`config.mk`:
```
export PLATFORM = sky130hd
export DESIGN_NAME = mbox_wr_engine
export DESIGN_NICKNAME = d
export VERILOG_FILES = /design/src/rtl/mbox_pkg.sv /design/src/rtl/mbox_regfile.sv /design/src/rtl/mbox_addr_ctr.sv /design/src/rtl/mbox_crc16.sv /design/src/rtl/mbox_wr_engine.sv
export SDC_FILE = /design/constraint.sdc
export NUM_CORES = 1
export LEC_CHECK = 0
export BUFFER_PORTS_ARGS = -buffer_cell sky130_fd_sc_hd__buf_2
export CAP_MARGIN = 25
export CORE_MARGIN = 10
export CORE_UTILIZATION = 35
export CTS_CLUSTER_DIAMETER = 200
export DETAILED_ROUTE_END_ITERATION = 10
export HOLD_SLACK_MARGIN = 0.06
export PLACE_DENSITY = 0.59
export SLEW_MARGIN = 40
export SYNTH_ARGS = -nofsm -noshare
export SYNTH_HDL_FRONTEND = slang
export SYNTH_SLANG_ARGS = --single-unit
```
`constraint.sdc`:
```
create_clock -name clk -period 5.3 [get_ports clk]
set_clock_uncertainty 0.15 [all_clocks]
set_input_delay 0.265 -clock clk [delete_from_list [all_inputs] [get_ports clk]]
set_output_delay 0.265 -clock clk [all_outputs]
set_load 0.03 [all_outputs]
```
`src/rtl/mbox_pkg.sv`:
```
package mbox_pkg;

  // Register offsets inside the mailbox window
  localparam int OFS_CTRL = 'h200;
  localparam int OFS_CRC  = 'h201;
  localparam int OFS_AHI  = 'h202;
  localparam int OFS_ALO  = 'h203;
  localparam int OFS_DHI  = 'h204;
  localparam int OFS_DLO  = 'h205;

  // Control register bit positions
  localparam int BIT_EXEC   = 15;
  localparam int BIT_WRITE  = 14;
  localparam int BIT_CRCCLR = 12;
  localparam int BIT_BUSY   = 8;

  typedef enum logic [0:0] {
    SEQ_IDLE = 1'b0,
    SEQ_RUN  = 1'b1
  } seq_state_e;

  typedef struct packed {
    logic commit;      // accepted execute+write
    logic exec_try;    // execute+write seen, whether accepted or not
    logic crc_clr;     // accepted CRC clear
    logic ld_ahi;
    logic ld_alo;
    logic ld_dhi;
    logic ld_dlo;
  } reg_strobe_t;

endpackage

```
`src/rtl/mbox_regfile.sv`:
```
module mbox_regfile
  import mbox_pkg::*;
#(
  parameter int unsigned REG_AW = 12,
  parameter int unsigned REG_W  = 16
) (
  input  logic              clk,
  input  logic              rst_n,
  input  logic              reg_wr,
  input  logic [REG_AW-1:0] reg_addr,
  input  logic [REG_W-1:0]  reg_wdata,
  input  logic              busy,
  input  logic [REG_W-1:0]  crc_val,
  output reg_strobe_t       stb,
  output logic [REG_W-1:0]  addr_hi,
  output logic [REG_W-3:0]  addr_lo,
  output logic [2*REG_W-1:0] data_word,
  output logic [REG_W-1:0]  reg_rdata
);

  localparam int unsigned NHALF = 2;

  logic sel_ctrl, sel_crc, sel_ahi, sel_alo;
  logic [NHALF-1:0] sel_dat;
  logic [NHALF-1:0] ld_dat;
  logic [REG_W-1:0] dat_q [NHALF];

  assign sel_ctrl = (reg_addr == REG_AW'(OFS_CTRL));
  assign sel_crc  = (reg_addr == REG_AW'(OFS_CRC));
  assign sel_ahi  = (reg_addr == REG_AW'(OFS_AHI));
  assign sel_alo  = (reg_addr == REG_AW'(OFS_ALO));

  // Strobes
  always_comb begin
    stb          = '0;
    stb.exec_try = reg_wr && sel_ctrl && reg_wdata[BIT_EXEC] && reg_wdata[BIT_WRITE];
    stb.commit   = stb.exec_try && !busy;
    stb.crc_clr  = reg_wr && sel_ctrl && reg_wdata[BIT_CRCCLR] && !busy;
    stb.ld_ahi   = reg_wr && sel_ahi;
    stb.ld_alo   = reg_wr && sel_alo;
    stb.ld_dhi   = ld_dat[NHALF-1];
    stb.ld_dlo   = ld_dat[0];
  end

  // Address holding registers
  always_ff @(posedge clk or negedge rst_n) begin
    if (!rst_n)          addr_hi <= '0;
    else if (stb.ld_ahi) addr_hi <= reg_wdata;
  end

  always_ff @(posedge clk or negedge rst_n) begin
    if (!rst_n)          addr_lo <= '0;
    else if (stb.ld_alo) addr_lo <= reg_wdata[REG_W-1:2];
  end

  // Data halves: index 1 is the upper half, index 0 the lower half
  for (genvar h = 0; h < NHALF; h++) begin : g_dat
    localparam int OFS_H = (h == 0) ? OFS_DLO : OFS_DHI;
    assign sel_dat[h] = (reg_addr == REG_AW'(OFS_H));
    assign ld_dat[h]  = reg_wr && sel_dat[h];

    always_ff @(posedge clk or negedge rst_n) begin
      if (!rst_n)         dat_q[h] <= '0;
      else if (ld_dat[h]) dat_q[h] <= reg_wdata;
    end

    assign data_word[h*REG_W +: REG_W] = dat_q[h];
  end

  // Read mux
  always_comb begin
    reg_rdata = '0;
    if (sel_ctrl)        reg_rdata[BIT_BUSY] = busy;
    else if (sel_crc)    reg_rdata = crc_val;
    else if (sel_ahi)    reg_rdata = addr_hi;
    else if (sel_alo)    reg_rdata = {addr_lo, 2'b00};
    else if (sel_dat[1]) reg_rdata = dat_q[1];
    else if (sel_dat[0]) reg_rdata = dat_q[0];
  end

  p_alo_load_r2: assert property (@(posedge clk) disable iff (!rst_n)
    stb.ld_alo |=> addr_lo == $past(reg_wdata[REG_W-1:2]));

  p_dhi_hold_r2: assert property (@(posedge clk) disable iff (!rst_n)
    !(reg_wr && sel_dat[1]) |=> $stable(dat_q[1]));

endmodule

```
`src/rtl/mbox_addr_ctr.sv`:
```
module mbox_addr_ctr #(
  parameter int unsigned WA_W = 30
) (
  input  logic            clk,
  input  logic            rst_n,
  input  logic            reload,
  input  logic [WA_W-1:0] reload_val,
  input  logic            inc,
  output logic [WA_W-1:0] word_q
);

  logic [WA_W-1:0] word_d;
  logic            word_en;

  always_comb begin
    word_en = reload || inc;
    word_d  = word_q;
    if (reload)   word_d = reload_val;
    else if (inc) word_d = word_q + 1'b1;
  end

  always_ff @(posedge clk or negedge rst_n) begin
    if (!rst_n)       word_q <= '0;
    else if (word_en) word_q <= word_d;
  end

  p_step_r6: assert property (@(posedge clk) disable iff (!rst_n)
    (inc && !reload) |=> word_q == $past(word_q) + 1'b1);

  p_reload_r6: assert property (@(posedge clk) disable iff (!rst_n)
    reload |=> word_q == $past(reload_val));

endmodule

```
`src/rtl/mbox_crc16.sv`:
```
module mbox_crc16 #(
  parameter logic [15:0] POLY   = 16'h1021,
  parameter int unsigned WORD_W = 32
) (
  input  logic              clk,
  input  logic              rst_n,
  input  logic              clr,
  input  logic              load,
  input  logic [WORD_W-1:0] word_in,
  input  logic              step,
  output logic [15:0]       crc
);

  localparam int unsigned BYTE_W = 8;

  logic [WORD_W-1:0] sh_q, sh_d;
  logic              sh_en;
  logic [15:0]       crc_d;
  logic              crc_en;

  function automatic logic [15:0] fold_byte(input logic [15:0] c, input logic [7:0] b);
    logic [15:0] r;
    r = c ^ {b, 8'h00};
    for (int i = 0; i < BYTE_W; i++) begin
      r = r[15] ? ((r << 1) ^ POLY) : (r << 1);
    end
    return r;
  endfunction

  // Byte shifter: most significant byte leaves first
  always_comb begin
    sh_en = load || step;
    sh_d  = sh_q;
    if (load)      sh_d = word_in;
    else if (step) sh_d = sh_q << BYTE_W;
  end

  always_ff @(posedge clk or negedge rst_n) begin
    if (!rst_n)     sh_q <= '0;
    else if (sh_en) sh_q <= sh_d;
  end

  always_comb begin
    crc_en = clr || step;
    crc_d  = crc;
    if (clr)       crc_d = '0;
    else if (step) crc_d = fold_byte(crc, sh_q[WORD_W-1 -: BYTE_W]);
  end

  always_ff @(posedge clk or negedge rst_n) begin
    if (!rst_n)      crc <= '0;
    else if (crc_en) crc <= crc_d;
  end

  p_clear_r8: assert property (@(posedge clk) disable iff (!rst_n)
    clr |=> crc == 16'h0000);

  p_hold_r7: assert property (@(posedge clk) disable iff (!rst_n)
    (!step && !clr) |=> $stable(crc));

endmodule

```
`src/rtl/mbox_wr_engine.sv`:
```
module mbox_wr_engine
  import mbox_pkg::*;
#(
  parameter int unsigned REG_AW   = 12,
  parameter logic [15:0] CRC_POLY = 16'h1021
) (
  input  logic              clk,
  input  logic              rst_n,
  input  logic              reg_wr,
  input  logic [REG_AW-1:0] reg_addr,
  input  logic [15:0]       reg_wdata,
  output logic [15:0]       reg_rdata,
  output logic              mem_we,
  output logic [31:0]       mem_addr,
  output logic [31:0]       mem_wdata
);

  localparam int unsigned REG_W  = 16;
  localparam int unsigned WORD_W = 2 * REG_W;
  localparam int unsigned ADDR_W = 2 * REG_W;
  localparam int unsigned WA_W   = ADDR_W - 2;
  localparam int unsigned NBYTES = WORD_W / 8;
  localparam int unsigned CNT_W  = $clog2(NBYTES);

  reg_strobe_t        stb;
  logic [REG_W-1:0]   addr_hi;
  logic [REG_W-3:0]   addr_lo;
  logic [WORD_W-1:0]  data_word;
  logic [15:0]        crc_val;
  logic               busy;

  seq_state_e         state_q, state_d;
  logic [CNT_W-1:0]   cnt_q, cnt_d;
  logic               we_q;
  logic [WORD_W-1:0]  wd_q;
  logic               reload;
  logic [WA_W-1:0]    reload_val;
  logic [WA_W-1:0]    word_ptr;

  mbox_regfile #(.REG_AW(REG_AW), .REG_W(REG_W)) u_regs (
    .clk       (clk),
    .rst_n     (rst_n),
    .reg_wr    (reg_wr),
    .reg_addr  (reg_addr),
    .reg_wdata (reg_wdata),
    .busy      (busy),
    .crc_val   (crc_val),
    .stb       (stb),
    .addr_hi   (addr_hi),
    .addr_lo   (addr_lo),
    .data_word (data_word),
    .reg_rdata (reg_rdata)
  );

  // Sequencer: one run of NBYTES CRC steps per accepted commit
  always_comb begin
    state_d = state_q;
    cnt_d   = cnt_q;
    unique case (state_q)
      SEQ_IDLE: begin
        if (stb.commit) begin
          state_d = SEQ_RUN;
          cnt_d   = '0;
        end
      end
      SEQ_RUN: begin
        cnt_d = cnt_q + 1'b1;
        if (cnt_q == CNT_W'(NBYTES - 1)) state_d = SEQ_IDLE;
      end
      default: state_d = SEQ_IDLE;
    endcase
  end

  always_ff @(posedge clk or negedge rst_n) begin
    if (!rst_n) begin
      state_q <= SEQ_IDLE;
      cnt_q   <= '0;
    end else begin
      state_q <= state_d;
      cnt_q   <= cnt_d;
    end
  end

  assign busy = (state_q == SEQ_RUN);

  // Memory write pulse and captured word
  always_ff @(posedge clk or negedge rst_n) begin
    if (!rst_n) we_q <= 1'b0;
    else        we_q <= stb.commit;
  end

  always_ff @(posedge clk or negedge rst_n) begin
    if (!rst_n)          wd_q <= '0;
    else if (stb.commit) wd_q <= data_word;
  end

  // Pointer reload takes the freshly written half from the bus
  assign reload     = stb.ld_ahi || stb.ld_alo;
  assign reload_val = {(stb.ld_ahi ? reg_wdata : addr_hi),
                       (stb.ld_alo ? reg_wdata[REG_W-1:2] : addr_lo)};

  mbox_addr_ctr #(.WA_W(WA_W)) u_ptr (
    .clk        (clk),
    .rst_n      (rst_n),
    .reload     (reload),
    .reload_val (reload_val),
    .inc        (we_q),
    .word_q     (word_ptr)
  );

  mbox_crc16 #(.POLY(CRC_POLY), .WORD_W(WORD_W)) u_crc (
    .clk     (clk),
    .rst_n   (rst_n),
    .clr     (stb.crc_clr),
    .load    (stb.commit),
    .word_in (data_word),
    .step    (busy),
    .crc     (crc_val)
  );

  assign mem_we    = we_q;
  assign mem_addr  = {word_ptr, 2'b00};
  assign mem_wdata = wd_q;

  // Checker state: length of the current busy run
  logic [CNT_W:0] chk_run;
  always_ff @(posedge clk or negedge rst_n) begin
    if (!rst_n)    chk_run <= '0;
    else if (busy) chk_run <= chk_run + 1'b1;
    else           chk_run <= '0;
  end

  p_we_in_busy_r3: assert property (@(posedge clk) disable iff (!rst_n)
    mem_we |-> busy);

  p_busy_starts_we_r3: assert property (@(posedge clk) disable iff (!rst_n)
    $rose(busy) |-> mem_we);

  p_busy_bound_r4: assert property (@(posedge clk) disable iff (!rst_n)
    busy |-> chk_run < (CNT_W+1)'(NBYTES));

  p_busy_len_r4: assert property (@(posedge clk) disable iff (!rst_n)
    $fell(busy) |-> $past(chk_run) == (CNT_W+1)'(NBYTES - 1));

  p_ignore_busy_exec_r5: assert property (@(posedge clk) disable iff (!rst_n)
    (busy && stb.exec_try) |=> !mem_we);

endmodule

```
==> qor.yml, run 1 <==
status: "finished clean"
async_flop_share_pct: 100
synth_top_family_by_area: "multiplexers"
track_usage_pct: 15.4
internal_power_w: 0.00213
grt.overflow.total: 0
synth.distinct_cells: 45
synth_fa_ha_area_share_pct: 0.295
hold_viol: 0
routed_wl_mm: 23.7
synth_top_area_share_pct: 52.0
synth.yosys.seq_area_share_pct: 52.0
arrival_ns: 3.48
rsz0062_at_grt: "false"
grt_pass1_vias: 5984
drt-wirelength-per-cell_um: 20.7
grt_pass1_wl_mm: 36.8
synthTopCellsByArea: "dfrtp_1 (52%), mux2_2 (14%), mux2i_1 (7.7%)"
initial_core_util_pct: 35.9
hpwl_mm: 17.1
antenna_found_initial: 0
cp.required_ns: 5.47
vias: 5945
avgSynthCellArea_um2: 12.0
slew_violations: 0
crit_path_start_kind: "input pin"
cts-buffers-inserted: 17
worst_slew_pin_slew_ns: 0.850
p_sw_w: 0.000696
vdd_drop_max_mv: 0.213
end_kind: "register"
synth_most_common_cell: "dfrtp_1"
hold_depth: 2
p_seq_share_pct: 48.8
tritoncts: "yes"
synth_edf_count: 0
cap_viol_max_count: 0
cts_sinks: 176
nNetsFinal: 849
syn_area_mm2: 0.00847
yosysWarnings: 0
clkTransAtPathRegs_ns: 0.07
powerDensity_mw_per_mm2: 281
path_max_fanout: 23
fin_util_pct: 42.7
io_pins: 112
dr.first_iter.drc_count: 378
avgViaCountPerCell: 5.17
cts_buffer_depth: 2
root_buffer: "clkbuf_16"
fp.dieH_um: 176
leakagePower_nw: 4.71
firstDrtPassIters: 4
tns_ns: 0
hold_buffers: 16
io_buffers: 109
netlist.top_cell.by_area: "dfrtp_1"
nFillCells: 2285
crit_type: "in2reg"
clk_latency_ns: 0.44
h-tree-depth: 4
combPwrFrac_pct: 5.7
cts_resized: 0
syn2layout_area_growth_pct: 18.9
relSlewSlack_pct: 43.3
synth_compound_area_share_pct: 8.33
drc: 0
placeableCoreArea_mm2: 0.0236
switching_share_pct: 24.6
final_layout_size_suffix_gt1_share_pct: 31.8
setup_viol: 0
ys.flop_type: "dfrtp_1"
p_clk_share_pct: 45.4
placed_cells: 1100
synthSimpleGateAreaFrac_pct: 9.53
synthCells: 705
period_share_pct: 62.4
synth_mux_area_share_pct: 21.8
stdcell_count: 1149
die_x_um: 176
grt_max_degree: 69
synthXorXnorAreaFrac_pct: 5.48
post_cts_buffers: 0
synth_commonest_cells: "dfrtp_1 (176), mux2_2 (102), mux2i_1 (65)"
dieArea_mm2: 0.0308
period_minus_slack_ns: 3.31
worstHoldPathType: "in2reg"
max_freq_ghz: 0.303
num_rows: 56
ant_nets: 0
gp_congestion: 0.806
ys_ff_latch: 176
reg2reg_depth: 6
power groups by stage:
stage	registers, W	logic (W)	clock network [W]
2_1_floorplan	0.00140	0.0000797	0
3_3_place_gp	0.00141	0.000152	0
3_5_place_dp	0.00141	0.000154	0
4_1_cts	0.00138	0.000164	0.00130
5_1_grt	0.00138	0.000180	0.00136
6_report	0.00138	0.000162	0.00128
per-layer routing:
metal	GRT usage, %	share of wire [%]	vias up
li1	-	-	2753
met2	23.3	46	148
met1	21.6	48	3033
met5	0	0	-
met3	3.67	5.0	11
met4	3.78	0.84	0
final cells by class:
class                   count  area, um^2  share of cell area, %
clock buffers              19         433                   4.30
well taps                 319         399                   3.96
repair buffers            134         795                   7.89
inverters                   2        7.51                 0.0745
diodes                      1        2.50                 0.0248
clock inverters            13         151                   1.50
flip-flops and latches    176        4410                   43.7
multi-input cells         485        3880                   38.5
state kept, by name (all words and copies together) (netlist names):
register	flops
u_regs.data_word	32
busy	1
u_regs.addr_lo	14
u_crc.crc	16
u_crc.sh_q	32
u_regs.addr_hi	16
u_ptr.word_q	30
mem_wdata	32
mem_we	1
cnt_q	2
final timing paths:
kind | startpoint | to | slack, ns
max in group asynchronous | rst_n | u_ptr.word_q[28] | 3.63
min | reg_wdata[12] | u_regs.addr_lo[10] | 0.09
max reg2reg | u_ptr.word_q[0] | u_ptr.word_q[26] | 2.82
min reg2reg | u_crc.sh_q[9] | u_crc.sh_q[17] | 0.33
max | reg_addr[6] | mem_wdata[10] | 1.99
min in group asynchronous | rst_n | mem_wdata[28] | 0.24
logic make-up (layout without fill, tap and decap cells):
| logic type | count (synthesis) | after routing |
|---|---|---|
| multiplexers | 170 | 170 |
| AO/OA/AOI/OAI | 108 | 108 |
| buffers and inverters | 45 | 168 |
| AND/OR/NAND/NOR | 150 | 150 |
| flip-flops | 176 | 176 |
| adder cells (fa/ha/maj) | 2 | 2 |
| other | 1 | 3 |
| XOR/XNOR | 53 | 53 |
critical path, stage by stage:
cell	delay [ns]
buf_2	0.10
or4b_4	0.57
nor4_4	0.22
buf_4	0.32
nand4_1	0.52
nor2_2	0.67
buf_4	0.40
mux2_2	0.38
cell usage in the layout (no fill, tap or decap), drive strengths merged, types with 12 or more instances in the layout:
| cell type | synthesis | routed |
|---|---|---|
| nor2b | 12 | 12 |
| mux2i | 65 | 65 |
| buf | 23 | 118 |
| clkbuf | 20 | 19 |
| nor2 | 21 | 21 |
| dfrtp | 176 | 176 |
| mux2 | 104 | 104 |
| o21ai | 25 | 25 |
| dlygate4sd3 | 0 | 16 |
| a22o | 27 | 27 |
| o22ai | 13 | 13 |
| a21oi | 30 | 30 |
| nand2 | 62 | 62 |
| nand3 | 13 | 13 |
| xnor2 | 28 | 28 |
| xor2 | 25 | 25 |
per-stage QoR:
| stage | hold WS, ns | worst slack (ns) | total power, W | area, um^2 |
|---|---|---|---|---|
| after floorplan | -0.181 | 2.77 | 0.00148 | 8470 |
| after global placement | 0.162 | 1.63 | 0.00156 | 9280 |
| after detailed placement | 0.165 | 1.58 | 0.00156 | 9320 |
| after CTS | 0.0628 | 2.01 | 0.00285 | 10100 |
| after global routing | 0.0695 | 1.81 | 0.00292 | 10100 |
| final | 0.0922 | 1.99 | 0.00283 | 10100 |
No activity file was read; power rests on OpenSTA's default activity.
==> run 2: changes to the inputs <==
--- a/config.mk
+++ b/config.mk
@@ -5,6 +5,7 @@
 export SDC_FILE = /design/constraint.sdc
 export NUM_CORES = 1
 export LEC_CHECK = 0
+export ABC_AREA = 1
 export BUFFER_PORTS_ARGS = -buffer_cell sky130_fd_sc_hd__buf_2
 export CAP_MARGIN = 25
 export CORE_MARGIN = 10
@@ -12,7 +13,7 @@
 export CTS_CLUSTER_DIAMETER = 200
 export DETAILED_ROUTE_END_ITERATION = 10
 export HOLD_SLACK_MARGIN = 0.06
-export PLACE_DENSITY = 0.59
+export PLACE_DENSITY = 0.61
 export SLEW_MARGIN = 40
 export SYNTH_ARGS = -nofsm -noshare
 export SYNTH_HDL_FRONTEND = slang
==> constraint.sdc (replaced) <==
create_clock -name clk -period 2.7 [get_ports clk]
set_clock_uncertainty 0.15 [all_clocks]
set_input_delay 0.135 -clock clk [delete_from_list [all_inputs] [get_ports clk]]
set_output_delay 0.135 -clock clk [all_outputs]
set_load 0.03 [all_outputs]
==> run 2 against run 1 <==
First-iteration DRC count is 100% higher; combinational power grew 69%; via count rose by 31%; clock-buffer cell count decreased by 1; clock power up 110%; critical endpoint is now reg_rdata[1].
==> qor.yml, run 2 <==
status: "finished clean"
combPwrFrac_pct: 4.8  # -0.9 points
clkTransAtPathRegs_ns: 0.07  # about the same
p_sw_w: 0.00138  # +98%
synthTopCellsByArea: "dfrtp_1 (50%), nand2_1 (15%), nand3_1 (6.4%)"
slew_violations: 0  # unchanged
hold_viol: 0  # unchanged
grt_pass1_vias: 7634  # +28%
period_share_pct: 85.1
setup_viol: 0  # unchanged
period_minus_slack_ns: 2.30
grt_pass1_wl_mm: 42.8  # +16%
end_kind: "output pin"
nNetsFinal: 1256  # +48%
cts_sinks: 176  # unchanged
groute.layer.met1.usage_pct: 23.3  # +1.7 points
antenna_found_initial: 0  # unchanged
synth_top_area_share_pct: 50.4  # -1.6 points
max_freq_ghz: 0.435
multiInputGateArea_mm2: 0.00369  # -4.9%
root_buffer: "clkbuf_16"
switching_share_pct: 24.5  # -0.12 points
relSlewSlack_pct: 47.4  # +4.0 points
io_buffers: 109  # unchanged
ys.flop_type: "dfrtp_1"
synth_fa_ha_area_share_pct: 0.286  # -0.0093 points
reg2reg_depth: 9  # +3
placed_cells: 1509  # +37%
final_layout_size_suffix_gt1_share_pct: 15.7  # -16 points
syn_area_mm2: 0.00875  # +3.2%
cts_buffer_depth: 2  # unchanged
h-tree-depth: 4  # unchanged
die_x_um: 178  # +1.4%
cap_viol_max_count: 0  # unchanged
synthXorXnorAreaFrac_pct: 3.40  # -2.1 points
avgSynthCellArea_um2: 7.92  # -34%
drt-wirelength-per-cell_um: 17.3  # -16%
p_clk_share_pct: 47.2  # +1.8 points
synth.yosys.seq_area_share_pct: 50.4  # -1.6 points
crit_type: "in2out"
rsz0062_at_grt: "false"
fp.dieH_um: 178  # +1.4%
final_common_cell: "nand2_1"
ys_ff_latch: 176  # unchanged
hpwl_mm: 20.4  # +19%
firstDrtPassIters: 5  # +1
leakagePower_nw: 5.24  # +11%
reg2reg_slack_ns: 0.61  # -2.21 ns
track_usage_pct: 17.2  # +1.8 points
routed_wl_mm: 27.0  # +14%
timing.rr.start: "u_ptr.word_q[8]"
grtUsageMet2_pct: 27.1  # +3.8 points
vdd_drop_max_mv: 0.251  # +18%
netlist.top_cell.by_area: "dfrtp_1"
yosysWarnings: 0  # unchanged
num_rows: 57  # +1.8%
grt_max_degree: 64  # -7.2%
vias: 7783  # +31%
post_cts_buffers: 0  # unchanged
powerDensity_mw_per_mm2: 540  # +92%
synthSimpleGateAreaFrac_pct: 27.9  # +18 points
r2r_end: "u_ptr.word_q[26]"
clk_latency_ns: 0.45  # about the same
arrival_ns: 2.01  # -1.47 ns
gp_congestion: 0.943  # +17%
initial_core_util_pct: 35.8  # -0.12 points
placeableCoreArea_mm2: 0.0245  # +3.6%
seq_area_mm2: 0.00440  # about the same
crit_path_start_kind: "input pin"
fin_util_pct: 42.7  # about the same
synth_most_common_cell: "nand2_1"
syn2layout_area_growth_pct: 19.4
nFillCells: 2518  # +10%
tns_ns: 0  # unchanged
grt.overflow.total: 0  # unchanged
synth.distinct_cells: 36  # -20%
dr.first_iter.drc_count: 767  # +100%
synth_commonest_cells: "nand2_1 (351), dfrtp_1 (176), nand3_1 (112)"
synthCells: 1104  # +57%
grt-busiest-layer: "met2"
avgViaCountPerCell: 4.99  # -3.6%
hold_buffers: 19  # +3
p_seq_share_pct: 47.9  # -0.9 points
synth_top_family_by_area: "simple AND/OR/NAND/NOR gates"
tritoncts: "yes"
cts_resized: 0  # unchanged
n_antenna_cell: 0  # -1
io_pins: 112  # unchanged
drc: 0  # unchanged
synth_edf_count: 0  # unchanged
worstHoldPathType: "in2async"
worst_slew_pin_slew_ns: 0.782  # -0.0678 ns
stdcell_count: 1560  # +36%
synth_mux_area_share_pct: 0  # -22 points
worst_hold_slack_ns: 0.0662  # -0.0260 ns
ant_nets: 0  # unchanged
dieArea_mm2: 0.0317  # +2.9%
grt_use_met3_pct: 3.26  # -0.41 points
async_flop_share_pct: 100  # unchanged
synth_compound_area_share_pct: 10.5  # +2.2 points
cts-buffers-inserted: 17  # unchanged
path_max_fanout: 17  # -26%
mostFrequentLayoutCells: "nand2_1 (351), dfrtp_1 (176), nand3_1 (112), buf_2 (108), inv_1 (106)"
cp.required_ns: 2.41  # -3.06 ns
internal_power_w: 0.00425  # +100%
==> run 2: cell types whose count changed after synthesis, moves of 16 or more <==
cell,change
nand3_1,+100
a22o_1,-27
o211ai_1,+16
o21ai_0,+80
mux2i_1,-65
mux2_2,-102
nand2_1,+289
inv_1,+104
nor2_1,+27
==> run 2: logic make-up after synthesis <==
logic type | after synthesis
DFF | 176
other | 1
AOI/OAI and AO/OA | 168
adders and majority gates | 2
xor gates and xnor gates | 34
buffers and inverters | 159
and+or+nand+nor | 564
==> run 2: layout make-up <==
cell class | count | share of cell area (%)
sequential | 176 | 42.2
multi-input combinational | 770 | 35.3
timing repair buffer | 144 | 8.50
clock buffer | 18 | 4.11
inverter | 114 | 4.10
tap | 324 | 3.88
clock inverter | 14 | 1.91
==> run 2: layer usage <==
layer | routed length [um] | vias to the layer above
met5 | 0 | -
met4 | 463 | 0
met3 | 1620 | 33
met2 | 12700 | 229
met1 | 12300 | 3733
li1 | - | 3788
==> run 2: power by group through the flow <==
| stage | clock (W) | combinational (W) | sequential, W |
|---|---|---|---|
| floorplan | 0 | 0.000114 | 0.00275 |
| global placement | 0 | 0.000253 | 0.00275 |
| detailed placement | 0 | 0.000256 | 0.00275 |
| CTS | 0.00269 | 0.000278 | 0.00270 |
| global route | 0.00281 | 0.000309 | 0.00270 |
| finish | 0.00266 | 0.000273 | 0.00270 |
==> run 2: worst max path at each step <==
stage	start	endpoint	slack, ns	cells after the start
4_1_cts	reg_addr[3]	reg_rdata[1]	0.41	9
5_1_grt	reg_addr[3]	reg_rdata[0]	0.21	9
2_1_floorplan	u_ptr.word_q[1]	u_ptr.word_q[22]	0.75	12
6_report	reg_addr[3]	reg_rdata[1]	0.40	9
3_5_place_dp	reg_addr[9]	u_ptr.word_q[16]	0.35	11
3_3_place_gp	reg_addr[9]	u_ptr.word_q[2]	0.41	13
==> run 2: per-stage QoR <==
stage / worst slack [ns] / total power [W] / area, um^2
global route: 0.214 / 0.00583 / 10400
CTS: 0.415 / 0.00567 / 10400
finish: 0.402 / 0.00563 / 10400
detailed placement: 0.353 / 0.00301 / 9620
floorplan: 0.754 / 0.00286 / 8750
global placement: 0.414 / 0.00300 / 9620
==> run 2: critical path, stage by stage <==
cell     delay, ns
buf_2         0.11
nor2_1        0.13
nand3_1       0.10
nor2_2        0.16
nand3_2       0.30
inv_1         0.37
nand2_1       0.13
a41oi_1       0.31
buf_2         0.27
==> run 3: changes to the inputs <==
--- a/config.mk
+++ b/config.mk
@@ -7,12 +7,13 @@
 export LEC_CHECK = 0
 export ABC_AREA = 1
 export BUFFER_PORTS_ARGS = -buffer_cell sky130_fd_sc_hd__buf_2
-export CAP_MARGIN = 25
+export CAP_MARGIN = 20
 export CORE_MARGIN = 10
 export CORE_UTILIZATION = 35
 export CTS_CLUSTER_DIAMETER = 200
 export DETAILED_ROUTE_END_ITERATION = 10
 export HOLD_SLACK_MARGIN = 0.06
+export MAX_ROUTING_LAYER = met4
 export PLACE_DENSITY = 0.61
 export SLEW_MARGIN = 40
 export SYNTH_ARGS = -nofsm -noshare
==> run 3 against run 2 <==
Sequential share of layout area rose by 0.42 points; die area stayed put; utilization fell by 0.42 points; combinational power about the same; worst setup slack got worse by 0.015 ns; first-iteration DRC count fell by 4.0%; total power decreased by 5.8%; clock-buffer cell count up 1; sequential power barely moved; via count down 0.64%; routed wire length fell by 0.50%; largest power group unchanged; highest routed layer unchanged.
==> qor.yml, run 3 (synthesized netlist as in run 2, its figures left out) <==
nFillCells: 2546  # +1.1%
cp.depth: 9  # unchanged
max_freq_ghz: 0.432  # -0.64%
ant_nets: 0  # unchanged
cpMostUsedCell: "buf_2"
drt-met1-wl_mm: 12.4  # +1.2%
powerDensity_mw_per_mm2: 513  # -4.9%
highest_layer: "met4"
worst_path_max_delay_cell: "inv_1"
cts-buffers-inserted: 17  # unchanged
setup_viol: 0  # unchanged
relSlewSlack_pct: 52.8  # +5.5 points
syn2layout_area_growth_pct: 18.2
initial_core_util_pct: 35.8  # unchanged
cts_sinks: 176  # unchanged
rsz0062_at_grt: "false"
fp.dieH_um: 178  # unchanged
place_area_mm2: 0.00961  # -0.16%
post-route-cell-area_mm2: 0.0103  # -1.0%
grt_max_degree: 64  # unchanged
crit_family: "simple AND/OR/NAND/NOR gates"
nNetsFinal: 1253  # -0.24%
h-tree-depth: 4  # unchanged
p_seq_share_pct: 50.9  # +3.0 points
worst_slew_pin_slew_ns: 0.707  # -0.0757 ns
antenna_found_initial: 3  # +3
hpwl_mm: 20.5  # +0.44%
hold_buffers: 18  # -1
drc: 0  # unchanged
avgViaCountPerCell: 4.96  # -0.58%
vias: 7733  # -0.64%
firstDrtPassIters: 5  # unchanged
critical_path_buf_inv_count: 3  # unchanged
reg2reg_depth: 9  # unchanged
placeableCoreArea_mm2: 0.0245  # unchanged
cap_viol_max_count: 0  # unchanged
vdd_drop_max_mv: 0.386  # +54%
num_rows: 57  # unchanged
grt.overflow.total: 0  # unchanged
critPathMaxStageDelay_ns: 0.36  # about the same
multiInputGateArea_mm2: 0.00369  # unchanged
period_share_pct: 85.7  # +0.55 points
leakagePower_nw: 5.18  # -1.1%
p_clk_share_pct: 43.9  # -3.3 points
clkTransAtPathRegs_ns: 0.06  # about the same
hold_viol: 0  # unchanged
worstHoldPathType: "in2async"
cts_resized: 0  # unchanged
combPwrFrac_pct: 5.2  # +0.4 points
clk_latency_ns: 0.44  # about the same
final_layout_size_suffix_gt1_share_pct: 15.4  # -0.27 points
crit_type: "in2out"
path_max_fanout: 17  # unchanged
internal_power_w: 0.00403  # -5.3%
final_common_cell: "nand2_1"
arrival_ns: 2.03  # +0.02 ns
reg2reg_slack_ns: 0.55  # -0.06 ns
mostFrequentLayoutCells: "nand2_1 (351), dfrtp_1 (176), nand3_1 (112), buf_2 (108), inv_1 (106)"
switching_share_pct: 24.1  # -0.41 points
period_minus_slack_ns: 2.31  # +0.0149 ns
status: "finished clean"
dr.first_iter.drc_count: 736  # -4.0%
end_kind: "output pin"
crit_path_start_kind: "input pin"
slew_violations: 0  # unchanged
seq_area_mm2: 0.00440  # unchanged
drt-wirelength-per-cell_um: 17.3  # -0.43%
die_x_um: 178  # unchanged
path_cells: "buf_2 > nor2_1 > nand3_1 > nor2_2 > nand3_2 > inv_1 > nand2_1 > a41oi_1 > buf_2"
wl_met2_mm: 12.5  # -1.4%
tns_ns: 0  # unchanged
cp.required_ns: 2.41  # about the same
grt_pass1_vias: 7697  # +0.83%
gp_congestion: 0.922  # -2.3%
root_buffer: "clkbuf_16"
dieArea_mm2: 0.0317  # unchanged
io_pins: 112  # unchanged
tritoncts: "yes"
grt_pass1_wl_mm: 42.6  # -0.61%
track_usage_pct: 17.6  # +0.43 points
routed_wl_mm: 26.9  # -0.50%
post_cts_buffers: 0  # unchanged
wl_met3_mm: 1.39  # -14%
p_sw_w: 0.00128  # -7.4%
io_buffers: 109  # unchanged
cts_buffer_depth: 2  # unchanged
==> run 3: changes by cell type in the layout (fill, tap and decap cells not counted), moves of 2 or more <==
| cell | previous run | this run |
|---|---|---|
| diode_2 | 0 | 3 |
| buf_4 | 14 | 12 |
| clkinv_2 | 0 | 3 |
| inv_8 | 4 | 0 |
| bufinv_16 | 3 | 1 |
==> run 3: per-layer routing <==
layer  global-route usage (%)  vias up
li1                         -     3795
met1                     23.2     3678
met4                     5.52        0
met2                     27.0      219
met3                     3.23       41
met5                        -        -
==> run 3: power groups by stage <==
| stage | Clock (W) | Sequential, W | Combinational, W |
|---|---|---|---|
| detailed placement | 0 | 0.00275 | 0.000256 |
| global placement | 0 | 0.00275 | 0.000253 |
| global route | 0.00248 | 0.00270 | 0.000311 |
| CTS | 0.00236 | 0.00270 | 0.000279 |
| finish | 0.00233 | 0.00270 | 0.000274 |
| floorplan | 0 | 0.00275 | 0.000114 |
==> run 3: layout make-up <==
class,instances,share of cell area [%]
multi-input cells,770,35.7
inverters,114,4.14
repair buffers,141,8.34
well taps,324,3.92
diodes,3,0.0726
clock buffers,19,4.19
flip-flops and latches,176,42.6
clock inverters,12,1.05
==> run 3: worst paths after layout <==
check	end	from
setup / recovery	reg_rdata[1]	reg_addr[3]
hold / removal	mem_wdata[12]	rst_n
setup reg to reg	u_ptr.word_q[24]	u_ptr.word_q[1]
hold reg to reg	mem_wdata[12]	mem_wdata[12]
max in group asynchronous	u_regs.addr_lo[5]	rst_n
min in group clk	u_regs.addr_hi[4]	reg_addr[1]
==> run 3: worst reg2reg max path, delay by kind of cell (launching register included) <==
kind	cells	cell delay, ns
fa+ha+maj	1	0.23
flops	1	0.42
buf+inv	1	0.11
simple gates	6	0.97
xor+xnor	1	0.17
==> run 3: through the flow <==
stage / utilization [%] / setup WS, ns / hold WS, ns / total power [W] / cells
detailed placement: 39.3 / 0.321 / -0.00547 / 0.00301 / 1507
floorplan: - / 0.754 / -0.311 / 0.00286 / 1105
CTS: 42.2 / 0.415 / 0.107 / 0.00535 / 1556
global route: 42.3 / 0.206 / 0.139 / 0.00549 / 1559
finish: 42.3 / 0.387 / 0.0803 / 0.00531 / 1559
global placement: 39.3 / 0.359 / -0.00401 / 0.00300 / 1507
